<file path="src/rtl/elem_rev_pkg.sv">
package elem_rev_pkg;

  typedef enum logic [1:0] {
    OP_FULL_MIRROR = 2'b00,
    OP_BYTE_BITS   = 2'b01,
    OP_BYTE_ORDER  = 2'b10,
    OP_PASS        = 2'b11
  } rev_op_e;

  localparam int SEW_CODE_W = 2;

endpackage

</file>
<file path="src/rtl/byte_bit_mirror.sv">
// Mirrors the bits inside every byte with three swap stages:
// single bits, then bit pairs, then nibbles.
module byte_bit_mirror #(
  parameter int LANE_W = 64
) (
  input  logic [LANE_W-1:0] din,
  output logic [LANE_W-1:0] dout
);
  localparam int NSTAGE = 3;

  logic [NSTAGE:0][LANE_W-1:0] stg;

  assign stg[0] = din;

  for (genvar s = 0; s < NSTAGE; s++) begin : g_stage
    localparam int SPAN = 1 << s;
    for (genvar i = 0; i < LANE_W; i++) begin : g_bit
      assign stg[s+1][i] = stg[s][i ^ SPAN];
    end
  end

  assign dout = stg[NSTAGE];

endmodule

</file>
<file path="src/rtl/byte_order_net.sv">
// Byte-order network: stage k swaps neighbouring blocks of 8<<k bits.
// Stage k is active only when the element width code exceeds k.
module byte_order_net #(
  parameter int LANE_W = 64,
  parameter int SEW_W  = 2
) (
  input  logic [SEW_W-1:0]  sew,
  input  logic [LANE_W-1:0] din,
  output logic [LANE_W-1:0] dout
);
  localparam int NBYTES = LANE_W / 8;
  localparam int NSTAGE = $clog2(NBYTES);

  logic [NSTAGE:0][LANE_W-1:0] stg;

  assign stg[0] = din;

  for (genvar k = 0; k < NSTAGE; k++) begin : g_stage
    localparam int SPAN = 8 << k;
    logic en;
    assign en = (32'(sew) > k);
    for (genvar i = 0; i < LANE_W; i++) begin : g_bit
      assign stg[k+1][i] = en ? stg[k][i ^ SPAN] : stg[k][i];
    end
  end

  assign dout = stg[NSTAGE];

endmodule

</file>
<file path="src/rtl/elem_width_mask.sv">
// Builds the keep mask for the active element: byte b is kept when
// b lies below the element width in bytes.
module elem_width_mask #(
  parameter int LANE_W = 64,
  parameter int SEW_W  = 2
) (
  input  logic [SEW_W-1:0]  sew,
  output logic [LANE_W-1:0] keep
);
  localparam int NBYTES = LANE_W / 8;

  logic [31:0] elem_bytes;
  assign elem_bytes = 32'd1 << sew;

  for (genvar b = 0; b < NBYTES; b++) begin : g_byte
    assign keep[b*8 +: 8] = (32'(b) < elem_bytes) ? 8'hFF : 8'h00;
  end

endmodule

</file>
<file path="src/rtl/elem_rev_unit.sv">
module elem_rev_unit #(
  parameter int LANE_W = 64
) (
  input  logic              clk,
  input  logic              rst_n,
  input  logic              in_valid,
  input  logic [1:0]        in_sew,
  input  logic [1:0]        in_op,
  input  logic [LANE_W-1:0] in_data,
  output logic              out_valid,
  output logic [LANE_W-1:0] out_data
);
  import elem_rev_pkg::*;

  localparam int SEW_W = SEW_CODE_W;

  rev_op_e           op;
  logic [LANE_W-1:0] bits_mirrored;
  logic [LANE_W-1:0] order_in;
  logic [LANE_W-1:0] order_out;
  logic [LANE_W-1:0] keep;
  logic [LANE_W-1:0] pick;
  logic [LANE_W-1:0] res_d;

  assign op = rev_op_e'(in_op);

  byte_bit_mirror #(.LANE_W(LANE_W)) u_bits (
    .din  (in_data),
    .dout (bits_mirrored)
  );

  // The full mirror reuses the byte-order network on the mirrored bytes.
  assign order_in = (op == OP_FULL_MIRROR) ? bits_mirrored : in_data;

  byte_order_net #(.LANE_W(LANE_W), .SEW_W(SEW_W)) u_order (
    .sew  (in_sew),
    .din  (order_in),
    .dout (order_out)
  );

  elem_width_mask #(.LANE_W(LANE_W), .SEW_W(SEW_W)) u_mask (
    .sew  (in_sew),
    .keep (keep)
  );

  always_comb begin
    unique case (op)
      OP_FULL_MIRROR: pick = order_out;
      OP_BYTE_BITS:   pick = bits_mirrored;
      OP_BYTE_ORDER:  pick = order_out;
      default:        pick = in_data;
    endcase
    res_d = pick & keep;
  end

  always_ff @(posedge clk or negedge rst_n) begin
    if (!rst_n) begin
      out_valid <= 1'b0;
      out_data  <= '0;
    end else begin
      out_valid <= in_valid;
      if (in_valid) out_data <= res_d;
    end
  end

endmodule

</file>
<file path="config.mk">
export PLATFORM = sky130hd
export DESIGN_NAME = elem_rev_unit
export DESIGN_NICKNAME = d
export VERILOG_FILES = /design/src/rtl/elem_rev_pkg.sv /design/src/rtl/byte_bit_mirror.sv /design/src/rtl/byte_order_net.sv /design/src/rtl/elem_width_mask.sv /design/src/rtl/elem_rev_unit.sv
export SDC_FILE = /design/constraint.sdc
export NUM_CORES = 1
export LEC_CHECK = 0
export BUFFER_PORTS_ARGS = -buffer_cell sky130_fd_sc_hd__buf_2
export CAP_MARGIN = 0
export CORE_MARGIN = 2
export CORE_UTILIZATION = 25
export DETAILED_ROUTE_END_ITERATION = 7
export HOLD_SLACK_MARGIN = 0.1
export PLACE_DENSITY = 0.46
export SYNTH_ARGS = -nofsm -noshare
export SYNTH_HDL_FRONTEND = slang
export SYNTH_SLANG_ARGS = --single-unit
</file>
<file path="constraint.sdc">
create_clock -name clk -period 2.4 [get_ports clk]
set_clock_uncertainty 0.1 [all_clocks]
set_input_delay 0.12 -clock clk [delete_from_list [all_inputs] [get_ports clk]]
set_output_delay 0.12 -clock clk [all_outputs]
set_load 0.01 [all_outputs]
</file>
Word level (Yosys, flattened, before mapping)
Index checks and enable logic that the tools add are counted.
{"block": "op_classes", "bitwise_logic": 1, "order_cmp": 11, "n_reduce_logical": 2, "muxes": 202, "eq_ne": 2, "shifts": 1}
{"cell": "two-way mux 1 bit", "count": 192}
{"cell": "less-than comparator 3 x 32 -> 1 bit, first input constant", "count": 4}
{"cell": "case mux 64 bit (2 select lines)", "count": 1}
{"cell": "bitwise AND 64 bit", "count": 1}
{"cell": "less-than comparator 1 x 32 -> 1 bit, first input constant", "count": 2}
{"cell": "less-than comparator 2 x 32 -> 1 bit, first input constant", "count": 2}
{"cell": "two-way mux 64 bit", "count": 1}
{"cell": "two-way mux 8 bit", "count": 8}
{"cell": "<< shifter 1 x 2 -> 32 bit, first input constant", "count": 1}
{"cell": "> comparator 2 x 1 -> 1 bit, second input constant", "count": 2}
{"cell": "equality test 2 x 1 -> 1 bit, second input constant", "count": 1}
{"cell": "equality test 2 bit, second input constant", "count": 1}
{"cell": "> comparator 2 bit, second input constant", "count": 1}
{"cell": "logical NOT 2 bit", "count": 1}
{"cell": "OR reduction 2 bit", "count": 1}
{"block": "totals", "inputBits": 71, "regBits": 65, "output_inout_bits": 65, "word_cells": 221}

Logic depth before layout (Yosys ltp)
Gate-level depths: netlist of the first run.
{"block": "logic_depth", "word_depth": 7, "ltp_mapped": 8, "depth_no_buf": 4}

Modules after synthesis
From an unflattened synthesis of the first run, not the netlist that was laid out.
{"block": "hier_totals", "hier_cells": 634, "hier_area_um2": 7215.7}
{"module": "elem_rev_unit", "instances": 1, "area_each_um2": 4614.4, "cells_per_inst": 427, "seq_area_each_um2": 1626.6}
{"module": "byte_order_net", "instances": 1, "area_each_um2": 1645.3, "cells_per_inst": 78, "seq_area_each_um2": 0.0}
{"module": "byte_bit_mirror", "instances": 1, "area_each_um2": 480.5, "cells_per_inst": 64, "seq_area_each_um2": 0.0}
{"module": "elem_width_mask", "instances": 1, "area_each_um2": 475.5, "cells_per_inst": 65, "seq_area_each_um2": 0.0}

Least setup slack after synthesis of the first run
Ideal clock, no wire load.
{"block": "synth_path", "path_type": "input to register", "startpoint": "in in_op[1]", "endpoint": "reg out_data[21]", "n_path_buf": 1, "setup_ps": 121, "required_ps": 2179, "path_slack_ps": 813, "arrival_time_ps": 1366, "cell_stages": 5, "path_cell_list": "buf_6 -> nor2_8 -> mux4_2 -> a221o_1 -> a22o_1"}
{"block": "synth_between", "elab_chain_len": 7, "elab_cells_between_ends": 14, "cone_classes": "2 x eq/ne; 9 x mux; 1 x bitwise; 2 x reduce/logical"}
{"element": "start: declaration", "line_no": "elem_rev_unit.sv:8", "text": "input logic [1:0] in_op,"}
{"element": "logical NOT 2 bit", "line_no": "elem_rev_unit.sv:33, elem_rev_unit.sv:47"}
{"element": "two-way mux 64 bit", "line_no": "elem_rev_unit.sv:33", "text": "assign order_in = (op == OP_FULL_MIRROR) ? bits_mirrored : in_data;"}
{"element": "two-way mux 1 bit (3 in series)", "line_no": "byte_order_net.sv:23", "text": "assign stg[k+1][i] = en ? stg[k][i ^ SPAN] : stg[k][i];"}
{"element": "case mux 64 bit (2 select lines) *", "line_no": "elem_rev_unit.sv:47", "text": "unique case (op)"}
{"element": "bitwise AND 64 bit *", "line_no": "elem_rev_unit.sv:53", "text": "res_d = pick & keep;"}
{"element": "end signal: assignment", "line_no": "elem_rev_unit.sv:62", "text": "if (in_valid) out_data <= res_d;"}
{"element": "end: declaration", "line_no": "elem_rev_unit.sv:11", "text": "output logic [LANE_W-1:0] out_data"}
Mark *: on every way between the ends. The rest lies on a longest branch, timed or not.
A chain may end at the register's enable or synchronous reset.

Worst setup path in the final report of the first run
{"block": "layout_path", "startpoint": "in in_op[0]", "endpoint": "reg out_data[17]"}
Same word-level chain as after synthesis.

==> impl_metrics.tcl, run 1 <==
set metrics [dict create \
    run_status "finished clean" \
    core_region_area_sq_um 19600 \
    final.fill_count 2053 \
    cpPeakStageDelay_ps 520 \
    worst-path-max-fanout 26 \
    tightest_slew_ps 672 \
    grt_start_max_net_pins 39 \
    hold_slack_ps 120 \
    cts-buffers-inserted 9 \
    critical_path.top_delay_family "buffers and inverters" \
    post_syn_instances 462 \
    synth_edf_count 0 \
    global_route.overflow_total 0 \
    detailed_place_hpwl_mm 14.5 \
    clock_tree.root_cell "sky130_fd_sc_hd__clkbuf_16" \
    timing.critical_path.required_ps 2500 \
    buffer_ports.inserted 135 \
    first_global_vias 4798 \
    worst-path-buf-inv 4 \
    regArea_sq_um 1630 \
    yosys.area.top_type_share 0.324 \
    clock_latency_reported_for_the_late_side_of_the_worst_skew_pair_ps 340 \
    drt-initial-drc-count 294 \
    wl_mm 19.3 \
    multi_input_area_sq_um 3090 \
    grt.total_usage 0.183 \
    report.final.hold_viol_count 0 \
    cts_tree "built" \
    p_int_mw 2.34 \
    finish.utilization 0.321 \
    critical-path-top-cell-by-count "sky130_fd_sc_hd__buf_4" \
    rsz_0062_raised_after_global_routing "false" \
    drt.antenna.violating_nets 0 \
    worst-endpoint-arrival_ps 2170 \
    detailroute.via_count 4640 \
    timing.final.crit_period_ps 2070 \
    end_kind "register" \
    dpl_cell_area_sq_um 6010 \
    finalSetupViolations 0 \
    setup_tns_ps 0 \
    post-route-period-util 0.861 \
    async_reset_ff_frac 1.00 \
    crit_type "input pin to register" \
    synthDistinctLibCells 48 \
    synth_seq_cells 65 \
    power_leakage_nw 2.86 \
    logic_pwr_share 0.283 \
    post_cts_resized 0 \
    post_cts_buffers 0 \
    dominantRegCellSynth "sky130_fd_sc_hd__dfrtp_1" \
    die_x_microns 146 \
    total_switching_power_mw 1.12 \
    post-route-drc-count 0 \
    antenna_violations_before_repair 1 \
    maxCapViolations 0 \
    cts_num_sinks 65 \
    flow.area_growth_from_synthesis_pct 25.4 \
    most_frequent_cell_after_synthesis "sky130_fd_sc_hd__dfrtp_1" \
    cts-root-to-sink-buffers 2 \
    synth_nets 533 \
    clkTransAtPathRegs_ps 60 \
    drt-wirelength-per-cell_microns 22.5 \
    final_layout_size_suffix_gt1_frac 0.394 \
    layout_setup_ws_ps 334 \
    syn-cell-area_sq_um 5010 \
    stdcell_area_sq_um 6290 \
    fmax_ghz 0.484 \
    floorplan.rows 51 \
    yosysTopAreaCell "sky130_fd_sc_hd__dfrtp_1" \
    worstSetupStartpointType "input pin" \
    worst_hold_path_type "input pin to register" \
    max-slew-margin-rel 0.551 \
    library_cell_contributing_the_largest_single_delay_on_the_critical_path "sky130_fd_sc_hd__dlygate4sd3_1" \
    post_synth_most_frequent_cells "sky130_fd_sc_hd__dfrtp_1 (65), sky130_fd_sc_hd__mux2i_1 (59), sky130_fd_sc_hd__nand2_1 (38)" \
    power.clock.fraction 0.351 \
    gpl.final_weighted_congestion 0.841 \
    sequentialPowerShare 0.366 \
    initial_utilization 0.256 \
    netSwitchingFraction 0.324 \
    power-per-cell-area_nw_per_um2 551 \
    average_cell_area_after_synthesis_sq_um 10.9 \
    vdd_ir_drop_max_mv 0.233 \
    die_height_microns 146 \
    grt_first_pass_wirelength_mm 29.8 \
    fin_nets 661 \
    drt_first_pass_iters 5 \
    finish.cell_count_without_fillers 858 \
    report.power.total_mw 3.47 \
    synth_top_area_cells "sky130_fd_sc_hd__dfrtp_1 (32%), sky130_fd_sc_hd__mux4_2 (15%), sky130_fd_sc_hd__mux2i_1 (12%), sky130_fd_sc_hd__a22o_1 (4.9%), sky130_fd_sc_hd__mux2_2 (4.3%)" \
    dpl.cell_count 841 \
    boundary_pins 136 \
    crit_path_cell_trace "dlygate4sd3_1 -> buf_4 -> buf_4 -> buf_4 -> nand2_1 -> o211ai_1 -> a21o_1 -> a32oi_1" \
    floorplan.die_area_sq_um 21200 \
    route.detailed.vias_per_inst 5.41 \
    report.final.slew_viol_count 0 \
    cts-htree-levels 3 \
    yosysSeqAreaShare 0.324 \
    ys_warns 0 \
    detailedPlace.worstSlack_ps 411 \
]
-- final cells by class --
cell class,count,area share
multi-input cells,346,0.492
flip-flops and latches,65,0.259
repair buffers,164,0.154
well taps,265,0.0527
clock buffers,12,0.0392
inverters,4,0.00239
clock inverters,1,0.000796
diodes,1,0.000398
-- cells in the final DEF (no fill, tap or decap), types with 3 or more instances in the layout --
cell type	instances
sky130_fd_sc_hd__o2bb2ai_1	19
sky130_fd_sc_hd__o31ai_1	3
sky130_fd_sc_hd__nand2_1	38
sky130_fd_sc_hd__a211oi_1	8
sky130_fd_sc_hd__a21o_1	7
sky130_fd_sc_hd__nor2b_1	8
sky130_fd_sc_hd__nor3_1	3
sky130_fd_sc_hd__a21oi_1	32
sky130_fd_sc_hd__dfrtp_1	65
sky130_fd_sc_hd__a31oi_1	3
sky130_fd_sc_hd__nor2_1	14
sky130_fd_sc_hd__buf_12	5
sky130_fd_sc_hd__clkbuf_16	9
sky130_fd_sc_hd__a32o_1	6
sky130_fd_sc_hd__a31o_2	3
sky130_fd_sc_hd__dlygate4sd3_1	3
sky130_fd_sc_hd__a22o_1	28
sky130_fd_sc_hd__inv_2	3
sky130_fd_sc_hd__o221ai_1	7
sky130_fd_sc_hd__buf_4	23
sky130_fd_sc_hd__mux4_2	33
sky130_fd_sc_hd__o22ai_1	3
sky130_fd_sc_hd__mux2_2	19
sky130_fd_sc_hd__mux2i_1	59
sky130_fd_sc_hd__o21ai_0	14
sky130_fd_sc_hd__and2_1	3
sky130_fd_sc_hd__buf_2	133
sky130_fd_sc_hd__o21a_1	7
sky130_fd_sc_hd__a221o_1	4
-- cell families after synthesis --
| group | after synthesis | share of synthesized area |
|---|---|---|
| multiplexers | 111 | 0.309 |
| flip-flops | 65 | 0.324 |
| buffers and inverters | 51 | 0.0591 |
| AO/OA/AOI/OAI | 161 | 0.240 |
| AND/OR/NAND/NOR | 74 | 0.0681 |
-- power by group through the flow --
stage / Clock [mW] / Combinational, mW / Sequential, mW
finish: 1.21 / 0.981 / 1.27
global route: 1.29 / 1.06 / 1.28
CTS: 1.23 / 0.984 / 1.27
detailed placement: 0 / 0.975 / 1.29
global placement: 0 / 0.970 / 1.29
floorplan: 0 / 0.528 / 1.31
-- flip-flops by register name (all words and copies together) (netlist names) --
| name | flops |
|---|---|
| out_valid | 1 |
| out_data | 64 |
-- layer usage --
layer | vias up | part of all wire | GRT usage
li1 | 2094 | - | -
met3 | 27 | 0.065 | 0.0373
met4 | 0 | 0.024 | 0.0730
met5 | - | 0 | 0
met2 | 182 | 0.44 | 0.267
met1 | 2337 | 0.47 | 0.264
-- repair_timing --
item | in CTS | in global routing
hold buffers | 3 | 0
setup endpoints to repair | 0 | 0
hold endpoints to repair | 28 | 0
-- path summary, 6_finish.rpt --
check / start / to / slack (ps) / cells past startpoint
setup / recovery: in_op[0] / out_data[17] / 330 / 8
hold / removal: in_data[52] / out_data[52] / 120 / 4
setup reg to reg: out_data[25] / out_data[25] / 1140 / 4
hold reg to reg: out_data[63] / out_data[63] / 390 / 1
max in group asynchronous: rst_n / out_data[31] / 1250 / 3
min in group asynchronous: rst_n / out_data[43] / 240 / 2
-- worst reg2reg max path: cells and delay by family (launching register included) --
kind | cells | cell delay [ps]
and+or+nand+nor | 2 | 220
DFF | 1 | 370
AOI/OAI and AO/OA | 2 | 450
(Power assumes the default switching activity.)
==> run 2: changes to the inputs <==
- CORE_ASPECT_RATIO: default -> 1.5
==> run 2 against run 1 <==
Highest routed layer unchanged. Hold slack improved by 19 ps. Flip-flop and latch count did not move. First-iteration DRC count rose by 18%. Final area barely moved. Sequential power barely moved. Clock power rose by 11%. Combinational power fell by 2%. Power rose by 2.7%. Largest power group is now the clock network.
==> impl_metrics.tcl, run 2 (synthesis gave the netlist of run 1 again) <==
set metrics [dict create \
    run_status "finished clean" \
    rr_startpoint "out_data[25]" \
    total_switching_power_mw 1.11 \
    power-per-cell-area_nw_per_um2 566 \
    post-route-period-util 0.724 \
    power.clock.fraction 0.375 \
    mostFrequentLayoutCell "sky130_fd_sc_hd__buf_2" \
    stdcell_area_sq_um 6290 \
    hold_slack_ps 139 \
    maxCapViolations 0 \
    final_layout_size_suffix_gt1_frac 0.400 \
    antenna_cells 0 \
    cts-buffers-inserted 9 \
    clock_tree.root_cell "sky130_fd_sc_hd__clkbuf_16" \
    setup_tns_ps 0 \
    route.detailed.vias_per_inst 5.35 \
    cts_num_sinks 65 \
    report.power.total_mw 3.56 \
    wl_mm 18.5 \
    timing.critical_path.required_ps 2520 \
    cpPeakStageDelay_ps 530 \
    tightest_slew_ps 599 \
    antenna_violations_before_repair 0 \
    rsz_0062_raised_after_global_routing "false" \
    clock_latency_reported_for_the_late_side_of_the_worst_skew_pair_ps 320 \
    fin_nets 661 \
    worst-endpoint-arrival_ps 1860 \
    buffer_ports.inserted 135 \
    largestRegisters "out_data: 64 flops, out_valid: 1 flops" \
    timing.final.crit_period_ps 1740 \
    detailroute.via_count 4576 \
    cts-root-to-sink-buffers 2 \
    netSwitchingFraction 0.311 \
    library_cell_contributing_the_largest_single_delay_on_the_critical_path "sky130_fd_sc_hd__dlygate4sd3_1" \
    grt_first_pass_wirelength_mm 28.3 \
    drt-wirelength-per-cell_microns 21.7 \
    crit_type "input pin to register" \
    detailedPlace.worstSlack_ps 419 \
    worst-path-max-fanout 31 \
    detailed_place_hpwl_mm 13.9 \
    post-route-drc-count 0 \
    worst_setup_path_startpoint "in_valid" \
    worstSetupStartpointType "input pin" \
    register_with_the_most_flip_flops "out_data" \
    vdd_ir_drop_max_mv 0.334 \
    layout_setup_ws_ps 661 \
    floorplan.die_area_sq_um 21200 \
    floorplan.rows 63 \
    drt.antenna.violating_nets 0 \
    worst_hold_path_type "input pin to register" \
    final.fill_count 2085 \
    cts_tree "built" \
    core_region_area_sq_um 19700 \
    drt-initial-drc-count 347 \
    post_cts_buffers 0 \
    die_height_microns 177 \
    first_global_vias 4680 \
    initial_utilization 0.254 \
    sequentialPowerShare 0.354 \
    largest_register_ff_count 64 \
    max-slew-margin-rel 0.600 \
    finalSetupViolations 0 \
    logic_pwr_share 0.270 \
    layout_common_cells "sky130_fd_sc_hd__buf_2 (133), sky130_fd_sc_hd__dfrtp_1 (65), sky130_fd_sc_hd__mux2i_1 (59)" \
    boundary_pins 136 \
    flow.area_growth_from_synthesis_pct 25.4 \
    dpl_cell_area_sq_um 5960 \
    die_x_microns 120 \
    post_cts_resized 0 \
    hold_path.startpoint "in_data[58]" \
    multi_input_area_sq_um 3090 \
    report.final.slew_viol_count 0 \
    clkTransAtPathRegs_ps 60 \
    power_leakage_nw 2.87 \
    fmax_ghz 0.575 \
    gpl.final_weighted_congestion 0.845 \
    cts-htree-levels 3 \
    global_route.overflow_total 0 \
    grt_start_max_net_pins 52 \
    p_int_mw 2.45 \
    drt_first_pass_iters 5 \
    report.final.hold_viol_count 0 \
    end_kind "register" \
    crit_path_cell_trace "dlygate4sd3_1 -> buf_2 -> inv_2 -> nor2_2 -> buf_4 -> a22o_1" \
    regArea_sq_um 1630 \
    grt.total_usage 0.174 \
    hold_buffers 3 \
]
[run 2: cell types whose count changed in the layout (fill, tap and decap cells not counted), sizes merged]
cell      delta
bufinv       +1
diode        -1
clkbuf       -2
clkinv       +3
clkinvlp     +1
[run 2: power by group through the flow]
stage | sequential (mW) | combinational (mW) | clock (mW)
global placement | 1.28 | 0.955 | 0
floorplan | 1.31 | 0.528 | 0
finish | 1.26 | 0.963 | 1.34
detailed placement | 1.28 | 0.960 | 0
CTS | 1.26 | 0.968 | 1.37
global route | 1.27 | 1.04 | 1.41
[run 2: worst max-delay path: cells and delay by family]
family                 cells  cell delay, ps
AND/OR/NAND/NOR            1             130
AO/OA/AOI/OAI              1             210
buffers and inverters      4            1370
[run 2: layout make-up]
class	instances	area share
clock buffers	10	0.0380
multi-input cells	346	0.492
inverters	4	0.00239
clock inverters	6	0.00915
well taps	260	0.0517
flip-flops and latches	65	0.259
repair buffers	164	0.148
[run 2: worst paths after layout]
check	cells after the start	end	slack (ps)
hold / removal	4	out_data[61]	140
max in group asynchronous	3	out_data[24]	1380
setup reg to reg	4	out_data[25]	1130
min in group asynchronous	3	out_data[35]	290
hold reg to reg	1	out_data[5]	380
setup / recovery	6	out_data[62]	660
[run 2: per-layer routing]
layer  GRT usage  routed length (microns)  up-vias
met2       0.287                     8980      176
met3      0.0353                     1000       35
li1            -                        -     2086
met1       0.221                     7890     2279
met4      0.0745                      643        0
met5           0                        0        -
[run 2: stage by stage]
stage               cells  utilization
floorplan             462            -
global placement      836        0.303
detailed placement    836        0.303
CTS                   855        0.319
global route          855        0.319
finish                855        0.319
